$ cat config.mk
export PLATFORM = sky130hd
export DESIGN_NAME = irq_level_stack
export DESIGN_NICKNAME = d
export VERILOG_FILES = /design/src/rtl/irq_lvl_pkg.sv /design/src/rtl/irq_lvl_flags.sv /design/src/rtl/irq_lvl_prio.sv /design/src/rtl/irq_lvl_gate.sv /design/src/rtl/irq_level_stack.sv
export SDC_FILE = /design/constraint.sdc
export NUM_CORES = 1
export LEC_CHECK = 0
export ABC_AREA = 0
export BUFFER_PORTS_ARGS = -buffer_cell sky130_fd_sc_hd__buf_4
export CAP_MARGIN = 0
export CORE_AREA = 2 2 39 41
export CTS_CLUSTER_SIZE = 14
export DETAILED_ROUTE_END_ITERATION = 6
export DIE_AREA = 0 0 41 43
export GPL_TIMING_DRIVEN = 0
export HOLD_SLACK_MARGIN = 0.08
export PLACE_DENSITY = 0.68
export SYNTH_ARGS = -nofsm -noshare
export SYNTH_HDL_FRONTEND = slang
export SYNTH_SLANG_ARGS = --single-unit
$ cat constraint.sdc
create_clock -name clk -period 1 [get_ports clk]
set_input_delay 0.05 -clock clk [delete_from_list [all_inputs] [get_ports clk]]
set_output_delay 0.05 -clock clk [all_outputs]
set_load 0.05 [all_outputs]
$ cat src/rtl/irq_lvl_pkg.sv
package irq_lvl_pkg;

    localparam int NUM_MLVL  = 4;
    localparam int NUM_FLAGS = NUM_MLVL + 1;
    localparam int LVL_W     = 3;

    typedef enum logic [LVL_W-1:0] {
        LVL_IDLE = 3'd0,
        LVL_M1   = 3'd1,
        LVL_M2   = 3'd2,
        LVL_M3   = 3'd3,
        LVL_M4   = 3'd4,
        LVL_NMI  = 3'd5
    } lvl_code_e;

endpackage

$ cat src/rtl/irq_lvl_flags.sv
module irq_lvl_flags
    import irq_lvl_pkg::*;
(
    input  logic                 clk,
    input  logic                 rst_n,
    input  logic [NUM_FLAGS-1:0] set_vec,
    input  logic [NUM_FLAGS-1:0] clr_vec,
    output logic [NUM_FLAGS-1:0] flags
);

    // The clear acts on the old flags and the set is applied last.
    always_ff @(posedge clk) begin
        if (!rst_n) begin
            flags <= '0;
        end else begin
            flags <= (flags & ~clr_vec) | set_vec;
        end
    end

    // with nothing to clear, every flag that was set stays set.
    a_r7_no_hw_clear: assert property (@(posedge clk) disable iff (!rst_n)
        (clr_vec == '0) |=> ((flags & $past(flags)) == $past(flags)));

endmodule

$ cat src/rtl/irq_lvl_prio.sv
module irq_lvl_prio
    import irq_lvl_pkg::*;
(
    input  logic [NUM_FLAGS-1:0] flags,
    output logic [NUM_FLAGS-1:0] top_onehot,
    output lvl_code_e            lvl_code
);

    always_comb begin
        top_onehot = '0;
        lvl_code   = LVL_IDLE;
        for (int i = 0; i < NUM_MLVL; i++) begin
            if (flags[i]) begin
                top_onehot    = '0;
                top_onehot[i] = 1'b1;
                lvl_code      = lvl_code_e'(LVL_W'(i + 1));
            end
        end
        if (flags[NUM_MLVL]) begin
            top_onehot           = '0;
            top_onehot[NUM_MLVL] = 1'b1;
            lvl_code             = LVL_NMI;
        end
    end

endmodule

$ cat src/rtl/irq_lvl_gate.sv
module irq_lvl_gate
    import irq_lvl_pkg::*;
(
    input  lvl_code_e            lvl_code,
    output logic [NUM_MLVL-1:0]  lvl_enable
);

    for (genvar i = 0; i < NUM_MLVL; i++) begin : g_en
        localparam logic [LVL_W-1:0] THR = LVL_W'(i + 1);
        assign lvl_enable[i] = (lvl_code < THR);
    end

endmodule

$ cat src/rtl/irq_level_stack.sv
module irq_level_stack
    import irq_lvl_pkg::*;
#(
    parameter int REG_W   = 8,
    parameter int NMI_BIT = 7
) (
    input  logic                 clk,
    input  logic                 rst_n,
    input  logic                 acc_strobe,
    input  logic [LVL_W-1:0]     acc_level,
    input  logic                 nmi_accept,
    input  logic                 wr_en,
    input  logic [REG_W-1:0]     wr_data,
    output logic [REG_W-1:0]     rd_data,
    output logic [LVL_W-1:0]     cur_level,
    output logic [NUM_MLVL-1:0]  lvl_enable
);

    logic [NUM_FLAGS-1:0] set_vec;
    logic [NUM_FLAGS-1:0] clr_vec;
    logic [NUM_FLAGS-1:0] flags;
    logic [NUM_FLAGS-1:0] top_onehot;
    lvl_code_e            lvl_code;
    logic                 unused_wr_data;

    // The data value of a write carries no meaning.
    assign unused_wr_data = ^wr_data;

    // Decode the accept strobes into set requests.
    for (genvar i = 0; i < NUM_MLVL; i++) begin : g_set
        localparam logic [LVL_W-1:0] CODE = LVL_W'(i + 1);
        assign set_vec[i] = acc_strobe && (acc_level == CODE);
    end
    assign set_vec[NUM_MLVL] = nmi_accept;

    // A write clears only the highest flag that is set.
    assign clr_vec = wr_en ? top_onehot : '0;

    irq_lvl_flags u_flags (
        .clk     (clk),
        .rst_n   (rst_n),
        .set_vec (set_vec),
        .clr_vec (clr_vec),
        .flags   (flags)
    );

    irq_lvl_prio u_prio (
        .flags      (flags),
        .top_onehot (top_onehot),
        .lvl_code   (lvl_code)
    );

    irq_lvl_gate u_gate (
        .lvl_code   (lvl_code),
        .lvl_enable (lvl_enable)
    );

    always_comb begin
        rd_data                 = '0;
        rd_data[NMI_BIT]        = flags[NUM_MLVL];
        rd_data[NUM_MLVL-1:0]   = flags[NUM_MLVL-1:0];
    end

    assign cur_level = lvl_code;

    // an accepted level is set one cycle later, even when a write falls in the same cycle.
    a_r10_accept_kept: assert property (@(posedge clk) disable iff (!rst_n)
        (set_vec != '0) |=> ((flags & $past(set_vec)) == $past(set_vec)));

    // a non-maskable accept leads to the non-maskable level.
    a_r3_nmi_set: assert property (@(posedge clk) disable iff (!rst_n)
        nmi_accept |=> (rd_data[NMI_BIT] && cur_level == LVL_NMI));

    // the reserved bits read as zero.
    a_r4_reserved_zero: assert property (@(posedge clk) disable iff (!rst_n)
        rd_data[NMI_BIT-1:NUM_MLVL] == '0);

    // a write with no accept in the same cycle removes exactly one flag.
    a_r5_one_clear: assert property (@(posedge clk) disable iff (!rst_n)
        (wr_en && !acc_strobe && !nmi_accept && flags != '0)
        |=> ($countones(flags) + 1 == $countones($past(flags))));

    // a write while no flag is set leaves every flag at zero.
    a_r6_empty_write: assert property (@(posedge clk) disable iff (!rst_n)
        (wr_en && !acc_strobe && !nmi_accept && flags == '0) |=> (flags == '0));

    // non-maskable service blocks every maskable level, and idle blocks none.
    a_r9_gate_nmi: assert property (@(posedge clk) disable iff (!rst_n)
        (cur_level == LVL_NMI) |-> (lvl_enable == '0));
    a_r9_gate_idle: assert property (@(posedge clk) disable iff (!rst_n)
        (cur_level == LVL_IDLE) |-> (lvl_enable == '1));

endmodule

* Yosys cells after proc, flatten, opt, wreduce, memory -nomap -nowiden
Cells that the tools add are included.
Storage, ports and cells: register bits after elaboration 5, bits in latches 0, bits in writable memories 0, ROM bits 0, bits of input ports 16, output and inout bits 15, logic and storage cells 27, memories 0
Operators by class: add/subtract/negate cells 0, multiply operators 0, divide/modulo/power cells 0, magnitude comparators 4, equal/unequal tests 4, shifts and indexed selects 0, muxes and demuxes 11, bitwise operators 3, reductions and logical operators 4
Operators by type and width (number):
- two-way mux 5 bit | 2
- two-way mux 3 bit | 3
- equality test 3 x 2 -> 1 bit, second input constant | 2
- less-than comparator 3 x 2 -> 1 bit, second input constant | 2
- two-way mux 2 bit | 3
- AND 5 bit | 1
- NOT 5 bit | 1
- OR 5 bit | 1
- logical AND 1 bit | 4
- two-way mux 4 bit | 1
- equality test 3 x 1 -> 1 bit, second input constant | 1
- equality test 3 bit, second input constant | 1
- less-than comparator 3 x 1 -> 1 bit, second input constant | 1
- less-than comparator 3 bit, second input constant | 1
- two-way mux 1 bit | 2

* Depth between registers and ports, before layout
Gate-level depths: netlist (run 1).
word-level depth 9, depth in mapped cells 4, gate-level depth less buffers 4

* By module
A second synthesis (run 1) with hierarchy kept.
Unflattened totals: cells, all modules 45, area total of the unflattened synthesis 421.7 sq um
By module, submodules not included:
- irq_lvl_flags | times used 1, cells each 15, area an instance 206.4 sq um, sequential area each 100.1 sq um
- irq_level_stack | times used 1, cells each 13, area an instance 106.4 sq um, sequential area each 0.0 sq um
- irq_lvl_prio | times used 1, cells each 13, area an instance 86.3 sq um, sequential area each 0.0 sq um
- irq_lvl_gate | times used 1, cells each 4, area an instance 22.5 sq um, sequential area each 0.0 sq um

* Worst setup path after synthesis (run 1)
Ideal clock, no wire load.
path type register to register, start point register u_flags.flags[4], end point register u_flags.flags[1], arrival time 2.116 ns, data required time 0.885 ns, setup slack -1.231 ns, stages on the path, launching flop included 4, path buffers 0, cells stage by stage dfxtp_1 -> nor3_1 -> a21oi_1 -> o21a_1
Between the ends: longest elaborated chain between the ends 5
Ends and longest elaborated chain:
- start: declaration | line irq_lvl_flags.sv:8 | output logic [NUM_FLAGS-1:0] flags
- start signal: assignment | line irq_lvl_flags.sv:16 | flags <= (flags & ~clr_vec) | set_vec;
- two-way mux 5 bit | line irq_lvl_prio.sv:19 | if (flags[NUM_MLVL]) begin
- two-way mux 5 bit | line irq_level_stack.sv:37 | assign clr_vec = wr_en ? top_onehot : '0;
- NOT 5 bit | line irq_lvl_flags.sv:16
- AND 5 bit | line irq_lvl_flags.sv:16
- OR 5 bit | line irq_lvl_flags.sv:16
No other way between the ends. A chain may end at the register's enable or synchronous reset.

* Worst setup path in the final report (run 1)
start point register u_flags.flags[4], end point output port lvl_enable[0]
Between the ends: longest elaborated chain between the ends 2
Ends and longest elaborated chain:
- two-way mux 3 bit | line irq_lvl_prio.sv:19
- less-than comparator 3 x 1 -> 1 bit | line irq_lvl_gate.sv:10 | assign lvl_enable[i] = (lvl_code < THR);
- end: declaration | line irq_level_stack.sv:16 | output logic [NUM_MLVL-1:0] lvl_enable
No other way between the ends.

==> reports/metrics.cfg, run 1 <==
[placed_design]
globalplace.congestion=0.636
post-dp-hpwl_um=606
place_area_um2=517
pre_cts_ws_ns=-0.107
port_buffers=19

[floorplanning]
io_pins=31
initial_utilization=0.222
rows=14
die_height_um=43
core-area_mm2=0.00138
die_x_um=41
die_area_mm2=0.00176

[final_layout]
n_antenna_cell=0
top_register=u_flags.flags
drive_gt1_frac=0.677
layout_common_cells=buf_4 (18), buf_8 (4), buf_6 (4)
fin_nets=82
area_growth_pct=115
final_common_cell=buf_4
fin_util=0.476
reg_top3=u_flags.flags (5)
num-fill-cells=143
final_cell_area_um2=658
largest_register_ffs=5

[grt]
grt_pass1_vias=329
grt_max_degree=6
use_met2=0.156
gr-total-overflow=0
grt_util_all_layers=0.100
grtUsageMet1=0.113
grt_busiest_layer=met2
grt_pass1_wl_mm=1.21
gr-usage-met3=0.0314
antenna_found_initial=0

[sta]
fin_crit_ns=1.28
hold_violations=0
min_period_over_period=1.28
max_freq_mhz=783
finalSetupViolCount=10
whs_ns=0.109
fin_skew_ns=0.00109
rsz0062_at_grt=yes
slew_violations=0
fin_ws_ns=-0.277
setup_tns_ns=-1.52

[setup_path]
arrival_ns=1.23
worst_setup_path_end_kind=output port
crit_type=flip-flop to output port
crit_fanout=4
critPathRequiredTime_ns=0.95
worst_setup_path_start_kind=flip-flop

[logic_synthesis]
seq_area_frac_synth=0.327
syn_inst=34
ys_ff_latch=5
synth_cell_type_count=18
avgSynthCellArea_um2=9.02
netlist_area_um2=307
yosysWarnings=0

[clocking]
cts_tree=done
cts_buffers=3
htreeDepth=1
clock_latency_ns=0.24
cts_num_sinks=5
root_buffer=clkbuf_4
cts.clk_slew.worst_paths_ns=0.04
clockBufferDepth=2

[route]
dr_total_vias=335
dr.pass1.iters=3
ant_nets=0
routed_wl_um=788
drtIter0Drc=3
vias_per_cell=4.14
route.detailed.wl_per_inst_um=9.73
drc=0

[outcome]
status=finished with violations
violations=negative setup slack

[power_and_ir_drop]
peakVddDrop_mv=0.560
powerDensity_mw_per_mm2=1210
p_leak_uw=0.000297

[hold_path]
min_path_type=input pin to flip-flop

[flow_run]
maxCapViolations=0

-- routing by layer --
metal | up-vias | part of all wire
met5 | - | 0
met4 | 0 | 0
met3 | 0 | 0.074
met2 | 14 | 0.54
met1 | 145 | 0.38
li1 | 176 | -
-- timing repair --
action / in CTS / in global routing
setup buffers: 4 / 0
gates resized for setup: 15 / 4
pin swaps: 5 / 2
cloned: 0 / 0
endpoints found under the hold margin: 4 / 0
hold buffers: 2 / 0
setup endpoints to repair: 9 / 10
-- cell type report --
cell class / count / area, µm² / share of cell area
Timing Repair Buffer: 25 / 238 / 0.361
Multi-Input combinational cell: 25 / 224 / 0.340
Sequential cell: 5 / 113 / 0.171
Clock buffer: 4 / 26.3 / 0.0399
Buffer: 3 / 22.5 / 0.0342
Tap cell: 16 / 20.0 / 0.0304
Inverter: 3 / 15.0 / 0.0228
-- synth_stat cells (all sizes together) --
| cell type | count | area share |
|---|---|---|
| or2 | 1 | 0.029 |
| a21boi | 3 | 0.073 |
| inv | 3 | 0.037 |
| nor2 | 2 | 0.024 |
| nor3 | 1 | 0.016 |
| buf | 3 | 0.073 |
| o21a | 3 | 0.073 |
| nor4bb | 2 | 0.065 |
| dfxtp | 5 | 0.33 |
| nor2b | 2 | 0.041 |
| and4b | 1 | 0.033 |
| o21bai | 1 | 0.024 |
| o21ai | 1 | 0.016 |
| nand4bb | 1 | 0.037 |
| nor4 | 1 | 0.069 |
| a21oi | 3 | 0.049 |
| conb | 1 | 0.012 |
-- critical path, cell delays in order (launching register included) --
cell,delay (ns)
dfxtp_4,0.35
nor4_4,0.29
nor2b_4,0.19
buf_6,0.16
-- cell families (layout without fill, tap and decap cells) --
| group | count (synthesis) | count (layout) | share of synthesized area |
|---|---|---|---|
| AO/OA/AOI/OAI | 11 | 11 | 0.237 |
| buffers and inverters | 6 | 35 | 0.110 |
| flip-flops | 5 | 5 | 0.327 |
| other | 1 | 3 | 0.0122 |
| AND/OR/NAND/NOR | 11 | 11 | 0.314 |
-- path summary, 6_finish.rpt --
path / cells after the start / slack, ns / endpoint / start
setup / recovery: 3 / -0.28 / lvl_enable[0] / u_flags.flags[4]
hold / removal: 3 / 0.11 / u_flags.flags[3] / acc_level[1]
setup reg to reg: 4 / -0.14 / u_flags.flags[0] / u_flags.flags[4]
hold reg to reg: 2 / 0.56 / u_flags.flags[3] / u_flags.flags[3]
-- power breakdown --
group / switching [µW] / internal (µW)
Combinational: 206 / 147
Sequential: 11.3 / 203
Clock: 76.1 / 150
Total: 294 / 501
-- per-stage QoR --
step	cells	total power, µW
after detailed placement	71	516
after global placement	71	514
final	81	795
after CTS	81	806
after floorplan	36	431
after global routing	81	840
Note: power is estimated with default switching activity, not from simulation.
==> run 2, diff against run 1 <==
ABC_AREA = 1   (was 0)
==> run 2 against run 1 <==
  * The run still ends with negative setup slack left
  * Global-route usage increased by 0.20 points
  * Design area rose by 1.7%
  * Cell count is 19% higher
  * Combinational power increased by 3%
  * First-iteration DRC count rose to 2.7 times the previous value
  * Synthesized area fell by 2.0%
  * Sequential cell count did not move
  * Utilization is 0.81 points higher
  * Critical path depth up 1
  * Wire length up 4.6%
  * Clock-buffer cell count stayed put
  * Critical path type unchanged
  * Largest cell class unchanged
  * Largest power group unchanged
  * Highest routed layer is now met4
==> reports/metrics.cfg, run 2 <==
[logic_synthesis]
synth_common_cells=inv_1 (11), nand2_1 (6), a21oi_1 (5), dfxtp_1 (5), nor2_1 (5)  ; was dfxtp_1 (5), a21oi_1 (3), buf_4 (3), inv_1 (3), o21a_1 (3)
synth_edf_count=0  ; unchanged
netlist_area_um2=300  ; was 307 µm²
ys_ff_latch=5  ; unchanged
yosysWarnings=0  ; unchanged
yosysMostFrequentCell=inv_1  ; was dfxtp_1
synth_cell_type_count=12  ; was 18
seq_area_frac_synth=0.333  ; was 0.327
yosys.area.top_type_share=0.333  ; was 0.327
syn_inst=46  ; was 34
synth.area.top_cells=dfxtp_1 (33%), inv_1 (14%), a21oi_1 (8.3%)  ; was dfxtp_1 (33%), buf_4 (7.3%), o21a_1 (7.3%)
avgSynthCellArea_um2=6.53  ; was 9.02 µm²
ys.flop_type=dfxtp_1  ; unchanged
yosysTopAreaCell=dfxtp_1  ; unchanged
synthArstFlopShare=0  ; unchanged

[setup_path]
crit_slowest_cell=dfxtp_4  ; unchanged
cp_cell_sequence=nor2_4, clkinvlp_4, nor2_4, buf_8  ; was nor4_4, nor2b_4, buf_6
crit_path_start=u_flags.flags[3]  ; was u_flags.flags[4]
arrival_ns=1.19  ; was 1.23 ns
crit_fanout=4  ; unchanged
critPathRequiredTime_ns=0.95  ; about the same
rr_endpoint=u_flags.flags[1]  ; was u_flags.flags[0]
max_stage_delay_ns=0.35  ; about the same
r2r_start=u_flags.flags[3]  ; was u_flags.flags[4]
worst_setup_path_start_kind=flip-flop  ; unchanged
r2r_slack_ns=-0.09  ; was -0.14 ns
worst_setup_path_end_kind=output port  ; unchanged
crit_type=flip-flop to output port  ; unchanged
cpMostUsedCell=nor2_4
r2r_cells=6  ; was 4

[final_layout]
layout_common_cells=buf_4 (23), inv_1 (7), nor2_4 (5), a21oi_1 (5)  ; was buf_4 (18), buf_8 (4), buf_6 (4)
fin_util=0.484  ; was 0.476
fin_cells=96  ; was 81
num-fill-cells=143  ; unchanged
final_common_cell=buf_4  ; unchanged
final_cell_area_um2=669  ; was 658 µm²
n_antenna_cell=0  ; unchanged
largest_register_ffs=5  ; unchanged
area_growth_pct=123  ; was 115%
reg_top3=u_flags.flags (5)  ; unchanged
top_register=u_flags.flags  ; unchanged
drive_gt1_frac=0.625  ; was 0.677
fin_nets=97  ; was 82

[sta]
slew_violations=0  ; unchanged
hold_violations=0  ; unchanged
fin_skew_ns=0.000531  ; was 0.00109 ns
max_freq_mhz=804  ; was 783 MHz
fin_ws_ns=-0.244  ; was -0.277 ns
fin_crit_ns=1.24  ; was 1.28 ns
whs_ns=0.109  ; about the same
rsz0062_at_grt=yes  ; unchanged
min_period_over_period=1.24  ; was 1.28
finalSetupViolCount=8  ; was 10

[clocking]
htreeDepth=1  ; unchanged
clockBufferDepth=2  ; unchanged
cts.clk_slew.worst_paths_ns=0.04  ; about the same
cts_num_sinks=5  ; unchanged
cts_tree=done  ; unchanged
cts_buffers=3  ; unchanged
root_buffer=clkbuf_4  ; unchanged
clock_latency_ns=0.24  ; about the same

[placed_design]
pre_cts_ws_ns=-0.0941  ; was -0.107 ns
place_area_um2=522  ; was 517 µm²
globalplace.congestion=0.634  ; was 0.636
port_buffers=19  ; unchanged
dp_cells=83  ; was 71
post-dp-hpwl_um=595  ; was 606 µm

[power_and_ir_drop]
seqPwrFrac=0.261  ; was 0.270
p_leak_uw=0.000321  ; was 0.000297 µW
pwr-share-comb=0.453  ; was 0.445
clockPowerShare=0.286  ; was 0.285
power.switching_uw=309  ; was 294 µW
swShare=0.386  ; was 0.369
peakVddDrop_mv=0.490  ; was 0.560 mV
internal-power_uw=493  ; was 501 µW
powerDensity_mw_per_mm2=1200  ; was 1210 mW/mm²

[grt]
antenna_found_initial=0  ; unchanged
grt_max_degree=6  ; unchanged
grtUsageMet1=0.113  ; unchanged
gr-usage-met3=0.0314  ; unchanged
grt_pass1_wl_mm=1.17  ; was 1.21 mm
use_met2=0.144  ; was 0.156
grt_util_all_layers=0.102  ; was 0.100
grt_pass1_vias=318  ; was 329
grt_busiest_layer=met2  ; unchanged
gr-total-overflow=0  ; unchanged

[route]
vias_per_cell=4.22  ; was 4.14
drc=0  ; unchanged
dr.pass1.iters=2  ; was 3
drtIter0Drc=8  ; was 3
route.detailed.wl_per_inst_um=8.58  ; was 9.73 µm
routed_wl_um=824  ; was 788 µm
ant_nets=0  ; unchanged
dr_total_vias=405  ; was 335

[hold_path]
min_path_type=input pin to flip-flop  ; unchanged
hold_start=acc_level[0]  ; was acc_level[1]
min_to=u_flags.flags[1]  ; was u_flags.flags[3]
hold-path-cell-count=4  ; was 3

[floorplanning]
core-area_mm2=0.00138  ; unchanged
rows=14  ; unchanged
die_area_mm2=0.00176  ; unchanged
io_pins=31  ; unchanged
die_x_um=41  ; unchanged
die_height_um=43  ; unchanged
initial_utilization=0.217  ; was 0.222

[outcome]
status=finished with violations  ; unchanged
violations=negative setup slack  ; unchanged

[flow_run]
maxCapViolations=0  ; unchanged

run 2: cell types whose count changed in the layout (fill, tap and decap cells not counted), sizes merged, moves of 4 or more:
cell	previous run	this run
inv	2	9
nand2	0	6
nand4	0	4
nor2	2	6
run 2: area by class of cell:
class,instances,area [µm²],share of cell area
timing repair buffer,28,253,0.378
multi-input combinational,29,183,0.273
sequential,5,116,0.174
inverter,11,48.8,0.0729
clock buffer,4,26.3,0.0393
buffer,3,22.5,0.0336
tap,16,20.0,0.0299
run 2: power groups by stage:
stage	combinational, µW	clock, µW	sequential (µW)
2_1_floorplan	189	0	240
3_3_place_gp	293	0	216
3_5_place_dp	296	0	216
4_1_cts	346	242	209
5_1_grt	384	257	211
6_report	364	229	210
run 2: how the worst max path moves through the flow:
stage / to / cells past startpoint
final: lvl_enable[2] / 4
after global routing: cur_level[1] / 4
after CTS: cur_level[1] / 4
after detailed placement: lvl_enable[0] / 4
after global placement: lvl_enable[0] / 4
after floorplan: cur_level[1] / 3
run 2: through the flow:
stage,TNS [ns],power [µW]
4_1_cts,-1.28,798
6_report,-1.34,803
5_1_grt,-1.80,852
2_1_floorplan,-2.43,429
3_3_place_gp,-0.226,509
3_5_place_dp,-0.270,512
run 2: repair_timing:
| item | in CTS | in global routing |
|---|---|---|
| setup buffers | 4 | 3 |
| hold endpoints to repair | 1 | 0 |
| pin swaps | 6 | 4 |
| resized for setup | 12 | 4 |
| hold buffers | 2 | 0 |
| gates cloned | 0 | 0 |
| setup endpoints to repair | 7 | 8 |
run 2: critical path: cells and delay by family, from the launching register on:
family / cells / cell delay, ns
flip-flops: 1 / 0.35
buffers and inverters: 2 / 0.32
AND/OR/NAND/NOR: 2 / 0.29
run 2: logic make-up after synthesis:
logic type | after synthesis | share of synthesized area
buffers and inverters | 14 | 0.212
AOI/OAI and AO/OA | 7 | 0.117
other | 1 | 0.0125
DFF | 5 | 0.333
and+or+nand+nor | 19 | 0.325
run 2: routing by layer:
layer | vias to the layer above | part of all wire | wire, µm
li1 | 209 | - | -
met5 | - | 0 | 0
met4 | 0 | 0.016 | 13
met1 | 176 | 0.37 | 308
met3 | 2 | 0.084 | 69
met2 | 18 | 0.52 | 432
